[config.mk]
export PLATFORM = sky130hd
export DESIGN_NAME = dfs_level_sel
export DESIGN_NICKNAME = d
export VERILOG_FILES = /design/src/rtl/dfs_lvl_pkg.sv /design/src/rtl/dfs_lvl_bank.sv /design/src/rtl/dfs_lvl_regif.sv /design/src/rtl/dfs_lvl_outmux.sv /design/src/rtl/dfs_level_sel.sv
export SDC_FILE = /design/constraint.sdc
export NUM_CORES = 1
export LEC_CHECK = 0
export BUFFER_PORTS_ARGS = -buffer_cell sky130_fd_sc_hd__buf_2
export CORE_ASPECT_RATIO = 0.75
export CORE_UTILIZATION = 60
export CTS_BUF_LIST = sky130_fd_sc_hd__clkbuf_8
export DETAILED_ROUTE_END_ITERATION = 10
export PLACE_DENSITY = 0.88
export SLEW_MARGIN = 30
export SYNTH_ARGS = -nofsm -noshare
export SYNTH_HDL_FRONTEND = slang
export SYNTH_SLANG_ARGS = --single-unit
[constraint.sdc]
create_clock -name clk -period 3.2 [get_ports clk]
set_input_delay 0 -clock clk [delete_from_list [all_inputs] [get_ports clk]]
set_output_delay 0 -clock clk [all_outputs]
set_load 0.01 [all_outputs]
[src/rtl/dfs_lvl_pkg.sv]
package dfs_lvl_pkg;
  localparam int SRC_LSB  = 8;
  localparam int SRC_W    = 3;
  localparam int MODE_LSB = 12;
  localparam int MODE_W   = 2;
  localparam int STRIDE   = 4;
  localparam int CTRL_OFS = 'h14;
  localparam int CFG_BASE = 'h1C;
  localparam int M_BASE   = 'h5C;
  localparam int N_BASE   = 'h9C;
  localparam int STAT_W   = 4;

  typedef enum logic [2:0] {
    REG_NONE,
    REG_CTRL,
    REG_CFG,
    REG_M,
    REG_N
  } reg_kind_e;
endpackage

[src/rtl/dfs_lvl_bank.sv]
module dfs_lvl_bank #(
  parameter int NUM_LVL = 8,
  parameter int DIV_W   = 5,
  parameter int MND_W   = 8
) (
  input  logic                          clk,
  input  logic                          rst_n,
  input  logic [NUM_LVL-1:0]            cfg_we,
  input  logic [NUM_LVL-1:0]            m_we,
  input  logic [NUM_LVL-1:0]            n_we,
  input  logic [DIV_W-1:0]              wr_div,
  input  logic [dfs_lvl_pkg::SRC_W-1:0] wr_src,
  input  logic [dfs_lvl_pkg::MODE_W-1:0] wr_mode,
  input  logic [MND_W-1:0]              wr_mnd,
  output logic [DIV_W-1:0]              b_div  [NUM_LVL],
  output logic [dfs_lvl_pkg::SRC_W-1:0] b_src  [NUM_LVL],
  output logic [dfs_lvl_pkg::MODE_W-1:0] b_mode [NUM_LVL],
  output logic [MND_W-1:0]              b_m    [NUM_LVL],
  output logic [MND_W-1:0]              b_n    [NUM_LVL]
);
  for (genvar g = 0; g < NUM_LVL; g++) begin : g_lvl
    always_ff @(posedge clk or negedge rst_n) begin
      if (!rst_n) begin
        b_div[g]  <= '0;
        b_src[g]  <= '0;
        b_mode[g] <= '0;
      end else if (cfg_we[g]) begin
        b_div[g]  <= wr_div;
        b_src[g]  <= wr_src;
        b_mode[g] <= wr_mode;
      end
    end

    always_ff @(posedge clk or negedge rst_n) begin
      if (!rst_n)        b_m[g] <= '0;
      else if (m_we[g])  b_m[g] <= wr_mnd;
    end

    always_ff @(posedge clk or negedge rst_n) begin
      if (!rst_n)        b_n[g] <= '0;
      else if (n_we[g])  b_n[g] <= wr_mnd;
    end
  end
endmodule

[src/rtl/dfs_lvl_regif.sv]
module dfs_lvl_regif
  import dfs_lvl_pkg::*;
#(
  parameter int NUM_LVL = 8,
  parameter int ADDR_W  = 8,
  parameter int DIV_W   = 5,
  parameter int MND_W   = 8,
  parameter int LVL_W   = $clog2(NUM_LVL)
) (
  input  logic               clk,
  input  logic               rst_n,
  input  logic [ADDR_W-1:0]  bus_addr,
  input  logic               bus_wr,
  input  logic [31:0]        bus_wdata,
  output logic [31:0]        bus_rdata,
  input  logic [LVL_W-1:0]   level_in,
  input  logic [DIV_W-1:0]   b_div  [NUM_LVL],
  input  logic [SRC_W-1:0]   b_src  [NUM_LVL],
  input  logic [MODE_W-1:0]  b_mode [NUM_LVL],
  input  logic [MND_W-1:0]   b_m    [NUM_LVL],
  input  logic [MND_W-1:0]   b_n    [NUM_LVL],
  output logic               en_q,
  output logic [LVL_W-1:0]   lvl_q,
  output logic [NUM_LVL-1:0] cfg_we,
  output logic [NUM_LVL-1:0] m_we,
  output logic [NUM_LVL-1:0] n_we,
  output logic [DIV_W-1:0]   wr_div,
  output logic [SRC_W-1:0]   wr_src,
  output logic [MODE_W-1:0]  wr_mode,
  output logic [MND_W-1:0]   wr_mnd
);
  localparam int SPAN = STRIDE * NUM_LVL;

  reg_kind_e        kind;
  int               a;
  int               idx;
  logic [LVL_W-1:0] idx_l;
  logic             unused_wdata;

  always_comb begin
    kind = REG_NONE;
    idx  = 0;
    a    = int'(bus_addr);
    if (a % STRIDE == 0) begin
      if (a == CTRL_OFS) begin
        kind = REG_CTRL;
      end else if (a >= CFG_BASE && a < CFG_BASE + SPAN) begin
        kind = REG_CFG;
        idx  = (a - CFG_BASE) / STRIDE;
      end else if (a >= M_BASE && a < M_BASE + SPAN) begin
        kind = REG_M;
        idx  = (a - M_BASE) / STRIDE;
      end else if (a >= N_BASE && a < N_BASE + SPAN) begin
        kind = REG_N;
        idx  = (a - N_BASE) / STRIDE;
      end
    end
  end

  assign idx_l   = LVL_W'(idx);
  assign wr_div  = bus_wdata[DIV_W-1:0];
  assign wr_src  = bus_wdata[SRC_LSB +: SRC_W];
  assign wr_mode = bus_wdata[MODE_LSB +: MODE_W];
  assign wr_mnd  = bus_wdata[MND_W-1:0];
  assign unused_wdata = ^bus_wdata;

  for (genvar g = 0; g < NUM_LVL; g++) begin : g_we
    assign cfg_we[g] = bus_wr && (kind == REG_CFG) && (idx_l == LVL_W'(g));
    assign m_we[g]   = bus_wr && (kind == REG_M)   && (idx_l == LVL_W'(g));
    assign n_we[g]   = bus_wr && (kind == REG_N)   && (idx_l == LVL_W'(g));
  end

  always_ff @(posedge clk or negedge rst_n) begin
    if (!rst_n) begin
      en_q  <= 1'b0;
      lvl_q <= '0;
    end else begin
      lvl_q <= level_in;
      if (bus_wr && kind == REG_CTRL) en_q <= bus_wdata[0];
    end
  end

  always_comb begin
    bus_rdata = '0;
    case (kind)
      REG_CTRL: begin
        bus_rdata[0]        = en_q;
        bus_rdata[STAT_W:1] = STAT_W'(lvl_q);
      end
      REG_CFG: begin
        bus_rdata[DIV_W-1:0]         = b_div[idx_l];
        bus_rdata[SRC_LSB +: SRC_W]  = b_src[idx_l];
        bus_rdata[MODE_LSB +: MODE_W] = b_mode[idx_l];
      end
      REG_M:   bus_rdata[MND_W-1:0] = b_m[idx_l];
      REG_N:   bus_rdata[MND_W-1:0] = b_n[idx_l];
      default: bus_rdata = '0;
    endcase
  end
endmodule

[src/rtl/dfs_lvl_outmux.sv]
module dfs_lvl_outmux
  import dfs_lvl_pkg::*;
#(
  parameter int NUM_LVL = 8,
  parameter int DIV_W   = 5,
  parameter int MND_W   = 8,
  parameter int LVL_W   = $clog2(NUM_LVL)
) (
  input  logic              clk,
  input  logic              rst_n,
  input  logic              en_q,
  input  logic [LVL_W-1:0]  lvl_q,
  input  logic [LVL_W-1:0]  level_in,
  input  logic [DIV_W-1:0]  b_div  [NUM_LVL],
  input  logic [SRC_W-1:0]  b_src  [NUM_LVL],
  input  logic [MODE_W-1:0] b_mode [NUM_LVL],
  input  logic [MND_W-1:0]  b_m    [NUM_LVL],
  input  logic [MND_W-1:0]  b_n    [NUM_LVL],
  input  logic [DIV_W-1:0]  base_pre,
  input  logic [SRC_W-1:0]  base_src,
  input  logic [MODE_W-1:0] base_mode,
  input  logic [MND_W-1:0]  base_m,
  input  logic [MND_W-1:0]  base_n,
  output logic [DIV_W-1:0]  div_pre,
  output logic [SRC_W-1:0]  div_src,
  output logic [MODE_W-1:0] div_mode,
  output logic [MND_W-1:0]  div_m,
  output logic [MND_W-1:0]  div_n,
  output logic              div_update,
  output logic              lvl_switch,
  output logic              en_switch
);
  function automatic logic [MND_W-1:0] decode_n(input logic [MND_W-1:0] m,
                                                input logic [MND_W-1:0] nraw);
    return MND_W'(~nraw + m);
  endfunction

  function automatic logic [DIV_W-1:0] eff_div(input logic [DIV_W-1:0] d);
    return (d == '0) ? DIV_W'(1) : d;
  endfunction

  logic              en_dly;
  logic [DIV_W-1:0]  pre_nx;
  logic [SRC_W-1:0]  src_nx;
  logic [MODE_W-1:0] mode_nx;
  logic [MND_W-1:0]  m_raw, n_raw;

  always_comb begin
    if (en_q) begin
      pre_nx  = eff_div(b_div[level_in]);
      src_nx  = b_src[level_in];
      mode_nx = b_mode[level_in];
      m_raw   = b_m[level_in];
      n_raw   = b_n[level_in];
    end else begin
      pre_nx  = base_pre;
      src_nx  = base_src;
      mode_nx = base_mode;
      m_raw   = base_m;
      n_raw   = base_n;
    end
  end

  assign lvl_switch = en_q && (level_in != lvl_q);
  assign en_switch  = en_q != en_dly;

  always_ff @(posedge clk or negedge rst_n) begin
    if (!rst_n) begin
      div_pre    <= '0;
      div_src    <= '0;
      div_mode   <= '0;
      div_m      <= '0;
      div_n      <= '0;
      div_update <= 1'b0;
      en_dly     <= 1'b0;
    end else begin
      div_pre    <= pre_nx;
      div_src    <= src_nx;
      div_mode   <= mode_nx;
      div_m      <= (mode_nx != '0) ? m_raw : '0;
      div_n      <= (mode_nx != '0) ? decode_n(m_raw, n_raw) : '0;
      div_update <= lvl_switch || en_switch;
      en_dly     <= en_q;
    end
  end
endmodule

[src/rtl/dfs_level_sel.sv]
module dfs_level_sel
  import dfs_lvl_pkg::*;
#(
  parameter int NUM_LVL = 8,
  parameter int ADDR_W  = 8,
  parameter int DIV_W   = 5,
  parameter int MND_W   = 8,
  parameter int LVL_W   = $clog2(NUM_LVL)
) (
  input  logic              clk,
  input  logic              rst_n,
  input  logic [ADDR_W-1:0] bus_addr,
  input  logic              bus_wr,
  input  logic [31:0]       bus_wdata,
  output logic [31:0]       bus_rdata,
  input  logic [LVL_W-1:0]  level_in,
  input  logic [DIV_W-1:0]  base_pre,
  input  logic [SRC_W-1:0]  base_src,
  input  logic [MODE_W-1:0] base_mode,
  input  logic [MND_W-1:0]  base_m,
  input  logic [MND_W-1:0]  base_n,
  output logic [DIV_W-1:0]  div_pre,
  output logic [SRC_W-1:0]  div_src,
  output logic [MODE_W-1:0] div_mode,
  output logic [MND_W-1:0]  div_m,
  output logic [MND_W-1:0]  div_n,
  output logic              div_update
);
  logic [DIV_W-1:0]   b_div  [NUM_LVL];
  logic [SRC_W-1:0]   b_src  [NUM_LVL];
  logic [MODE_W-1:0]  b_mode [NUM_LVL];
  logic [MND_W-1:0]   b_m    [NUM_LVL];
  logic [MND_W-1:0]   b_n    [NUM_LVL];
  logic               en_q;
  logic [LVL_W-1:0]   lvl_q;
  logic [NUM_LVL-1:0] cfg_we, m_we, n_we;
  logic [DIV_W-1:0]   wr_div;
  logic [SRC_W-1:0]   wr_src;
  logic [MODE_W-1:0]  wr_mode;
  logic [MND_W-1:0]   wr_mnd;
  logic               lvl_switch, en_switch;

  dfs_lvl_regif #(.NUM_LVL(NUM_LVL), .ADDR_W(ADDR_W), .DIV_W(DIV_W),
                  .MND_W(MND_W), .LVL_W(LVL_W)) u_regif (
    .clk(clk), .rst_n(rst_n), .bus_addr(bus_addr), .bus_wr(bus_wr),
    .bus_wdata(bus_wdata), .bus_rdata(bus_rdata), .level_in(level_in),
    .b_div(b_div), .b_src(b_src), .b_mode(b_mode), .b_m(b_m), .b_n(b_n),
    .en_q(en_q), .lvl_q(lvl_q), .cfg_we(cfg_we), .m_we(m_we), .n_we(n_we),
    .wr_div(wr_div), .wr_src(wr_src), .wr_mode(wr_mode), .wr_mnd(wr_mnd)
  );

  dfs_lvl_bank #(.NUM_LVL(NUM_LVL), .DIV_W(DIV_W), .MND_W(MND_W)) u_bank (
    .clk(clk), .rst_n(rst_n), .cfg_we(cfg_we), .m_we(m_we), .n_we(n_we),
    .wr_div(wr_div), .wr_src(wr_src), .wr_mode(wr_mode), .wr_mnd(wr_mnd),
    .b_div(b_div), .b_src(b_src), .b_mode(b_mode), .b_m(b_m), .b_n(b_n)
  );

  dfs_lvl_outmux #(.NUM_LVL(NUM_LVL), .DIV_W(DIV_W), .MND_W(MND_W),
                   .LVL_W(LVL_W)) u_outmux (
    .clk(clk), .rst_n(rst_n), .en_q(en_q), .lvl_q(lvl_q), .level_in(level_in),
    .b_div(b_div), .b_src(b_src), .b_mode(b_mode), .b_m(b_m), .b_n(b_n),
    .base_pre(base_pre), .base_src(base_src), .base_mode(base_mode),
    .base_m(base_m), .base_n(base_n),
    .div_pre(div_pre), .div_src(div_src), .div_mode(div_mode),
    .div_m(div_m), .div_n(div_n), .div_update(div_update),
    .lvl_switch(lvl_switch), .en_switch(en_switch)
  );
endmodule

==> impl_metrics.tcl <==
set metrics [dict create \
    top_layer_used "met4" \
    r2r_slack_ps 100 \
    maxSlewViolCount 0 \
    min_from "base_n[0]" \
    path_max_fanout 3 \
    floorplan.rows 47 \
    wl_met2_microns 17600 \
    coreArea_sq_um 22100 \
    clock_sinks 240 \
    grt_pass1_wl_microns 61200 \
    synth_edf_count 0 \
    startpoint_type "register" \
    multi_input_area_sq_um 7140 \
    final_area_sq_um 15800 \
    dr_wl_met3_microns 5060 \
    viasPerCell 6.62 \
    wl_microns 39000 \
    fin_crit_ps 3100 \
    clk_latency_ps 550 \
    swShare_pct 27.7 \
    grt_pass1_vias 11100 \
    leakage_nw 7.62 \
    yosys_warnings 0 \
    pwr-share-comb_pct 14.3 \
    cts.path.max_buffers 3 \
    drt_iter0_markers 1264 \
    critical_path.top_delay_family "multiplexers" \
    status "finished clean" \
    antenna_found_initial 2 \
    dp_hpwl_microns 25000 \
    synthFlopType "dfrtp_1" \
    max_freq_mhz 323 \
    m1WireLength_microns 14800 \
    synth_area_sq_um 13600 \
    grt_max_degree 114 \
    tritoncts "yes" \
    syn_inst 1153 \
    cp.buffers_inverters 1 \
    ys_seq_area_share_pct 44.2 \
    path_common_cell "o21ai_0" \
    gp_congestion 0.906 \
    die_area_sq_um 23300 \
    placed_area_sq_um 14600 \
    gr-usage-all-layers_pct 34.2 \
    post_drt_wl_per_cell_microns 23.9 \
    vdd_drop_max_v 0.000294 \
    drc 0 \
    intPower_mw 5.10 \
    maxCapViolCount 0 \
    r2r_cells 14 \
    htree_levels 2 \
    cp.required_ps 3640 \
    min_path_cells 4 \
    maxSlewHeadroom_pct 40.8 \
    endpoint_kind "register" \
    hold_viol 0 \
    synth.distinct_cells 66 \
    worstHoldEndpoint "u_outmux.div_n[0]" \
    start_util_pct 61.4 \
    skew_ps 24.8 \
    numPortBuffers 92 \
    grt-ovfl-total 0 \
    rr_startpoint "u_bank.b_n[32]" \
    seq_power_share_pct 46.5 \
    register_area_sq_um 6010 \
    worstPathCellList "mux4_2 > mux2i_4 > nand2_1 > o21ai_0 > ha_1 > inv_1 > fa_1 > nor2b_1 > o21ai_0 > nand2b_1 > a21o_1 > a21oi_1 > xor2_1 > nor2_1" \
    net-switching-power_mw 1.95 \
    cts-root-buf "clkbuf_8" \
    ys_ff_latch 240 \
    worstReg2RegEnd "u_outmux.div_n[6]" \
    first_pass_iters 8 \
    die_y_microns 132 \
    vias 10800 \
    io_pins 131 \
    die_x_microns 176 \
    tightest_slew_ps 888 \
    synthToLayoutAreaGrowth_pct 16.5 \
    drtAntennaViolNets 0 \
    place_ws_ps 31.9 \
    setup_viol 0 \
    total_power_mw 7.05 \
    async_flop_share_pct 100 \
    path_clk_slew_ps 70 \
    cts_buffers 39 \
    slowest_delay_ps 530 \
    critical-path-slowest-cell "mux4_2" \
    cp_data_arrival_time_ps 3540 \
    p_per_area_nw_per_um2 446 \
    crit_type "reg -> reg" \
    setup_ws_ps 99.7 \
    fin_crit_sh_pct 96.9 \
    tns_ps 0 \
    hold_class "in -> reg" \
    fillers 1459 \
    clkPwrFrac_pct 39.2 \
    nets 1395 \
    avgSynthCellArea_sq_um 11.8 \
    layout-drive-gt1-share_pct 39.0 \
]
## routing by layer
layer / GRT usage, % / vias to the layer above
met1: 46.3 / 5344
met2: 51.5 / 797
met5: 0 / -
met4: 14.1 / 0
met3: 10.5 / 171
li1: - / 4486
## power by group through the flow
stage	logic, mW	registers (mW)	clock network [mW]
2_1_floorplan	0.598	3.31	0
3_3_place_gp	0.893	3.31	0
3_5_place_dp	0.926	3.32	0
4_1_cts	0.967	3.27	2.77
5_1_grt	1.09	3.29	2.92
6_report	1.01	3.28	2.76
## worst min-delay path, delay by kind of cell
kind | cells | cell delay [ps]
compound gates | 1 | 160
simple gates | 1 | 140
fa+ha+maj | 1 | 120
buf+inv | 1 | 100
## placed cells by master, fill, tap and decap left out, types with 7 or more instances in the layout
cell / synthesis / layout
o21ai_0: 20 / 19
mux4_2: 52 / 52
mux2_2: 203 / 203
dlygate4sd3_1: 0 / 31
nand3_1: 65 / 65
buf_4: 26 / 62
dfrtp_1: 240 / 239
buf_2: 30 / 90
mux2i_1: 59 / 57
mux2_1: 13 / 13
nor2_1: 33 / 33
nand2_1: 146 / 146
conb_1: 1 / 19
ha_1: 15 / 15
nor2_8: 8 / 8
inv_1: 12 / 23
a22oi_1: 7 / 7
buf_12: 0 / 10
clkbuf_8: 0 / 53
a21oi_1: 52 / 51
nor2b_1: 12 / 12
## worst max-delay path by stage
stage	slack (ps)	from	cells after the start	end
after floorplan	70	level_in[0]	18	u_outmux.div_n[6]
after global placement	100	bus_addr[2]	14	u_bank.b_n[7]
after detailed placement	30	bus_addr[2]	14	u_bank.b_n[4]
after CTS	60	bus_addr[2]	16	bus_rdata[1]
after global routing	-40	u_bank.b_n[32]	14	u_outmux.div_n[6]
final	100	u_bank.b_n[32]	14	u_outmux.div_n[6]
## cells in the mapped netlist (3+ instances only)
cell / count / share of area, %
o21ai_0: 20 / 0.74
clkbuf_1: 34 / 0.94
nand3_4: 4 / 0.52
a22oi_1: 7 / 0.39
a21o_1: 3 / 0.17
a211oi_1: 6 / 0.33
nor2_1: 33 / 0.91
or4_1: 3 / 0.17
or3_1: 4 / 0.18
dfrtp_1: 240 / 44
ha_1: 15 / 1.4
mux4_2: 52 / 8.6
a32oi_1: 5 / 0.32
xnor2_1: 5 / 0.32
o211ai_1: 6 / 0.33
mux2_2: 203 / 17
mux2_1: 13 / 1.1
nor2b_1: 12 / 0.55
buf_2: 30 / 1.1
buf_1: 9 / 0.25
nor2_2: 4 / 0.18
and3_1: 4 / 0.18
mux2i_1: 59 / 4.3
or2_1: 3 / 0.14
nand2_1: 146 / 4.0
nor2_4: 4 / 0.33
nand2b_1: 4 / 0.18
xor2_1: 6 / 0.39
nor3_1: 3 / 0.11
a221o_1: 5 / 0.37
nand4_1: 3 / 0.14
a21oi_1: 52 / 1.9
inv_1: 12 / 0.33
nor2_8: 8 / 1.2
buf_4: 26 / 1.4
nand3_1: 65 / 2.4
a31oi_1: 5 / 0.23
## repair_timing
item | CTS | global route
endpoints found under the hold margin | 220 | 0
buffers inserted | 0 | 5
hold buffers | 31 | 0
gates resized for setup | 0 | 10
setup endpoints to repair | 0 | 10
## cell type report
class                   instances  share of cell area, %
multi-input cells             820                   45.1
flip-flops and latches        240                   38.0
repair buffers                194                   9.11
clock buffers                  53                   4.61
well taps                     294                   2.32
clock inverters                18                  0.561
inverters                      12                  0.285
diodes                          1                 0.0158
## flip-flops by register name, indices dropped and copies added, names as in the netlist, 5 cells and up
signal	cells
u_bank.b_n	64
u_outmux.div_pre	5
u_bank.b_m	64
u_bank.b_src	24
u_bank.b_div	40
u_bank.b_mode	16
u_outmux.div_n	8
u_outmux.div_m	8
## per-stage QoR
| stage | hold slack (ps) | cells | utilization, % |
|---|---|---|---|
| after CTS | 28.6 | 1624 | 71.1 |
| final | 33.0 | 1632 | 71.6 |
| after floorplan | -296 | 1171 | - |
| after global routing | 62.5 | 1631 | 71.6 |
| after detailed placement | 143 | 1522 | 66.0 |
| after global placement | 139 | 1522 | 66.0 |
## logic make-up after synthesis
kind of cell / after synthesis / synth area share [%]
AO/OA/AOI/OAI: 134 / 6.40
XOR/XNOR: 11 / 0.709
other: 1 / 0.0276
AND/OR/NAND/NOR: 310 / 11.9
flip-flops: 240 / 44.2
buffers and inverters: 113 / 4.23
adder cells (fa/ha/maj): 16 / 1.53
multiplexers: 328 / 31.0
No activity file was read; power rests on OpenSTA's default activity.
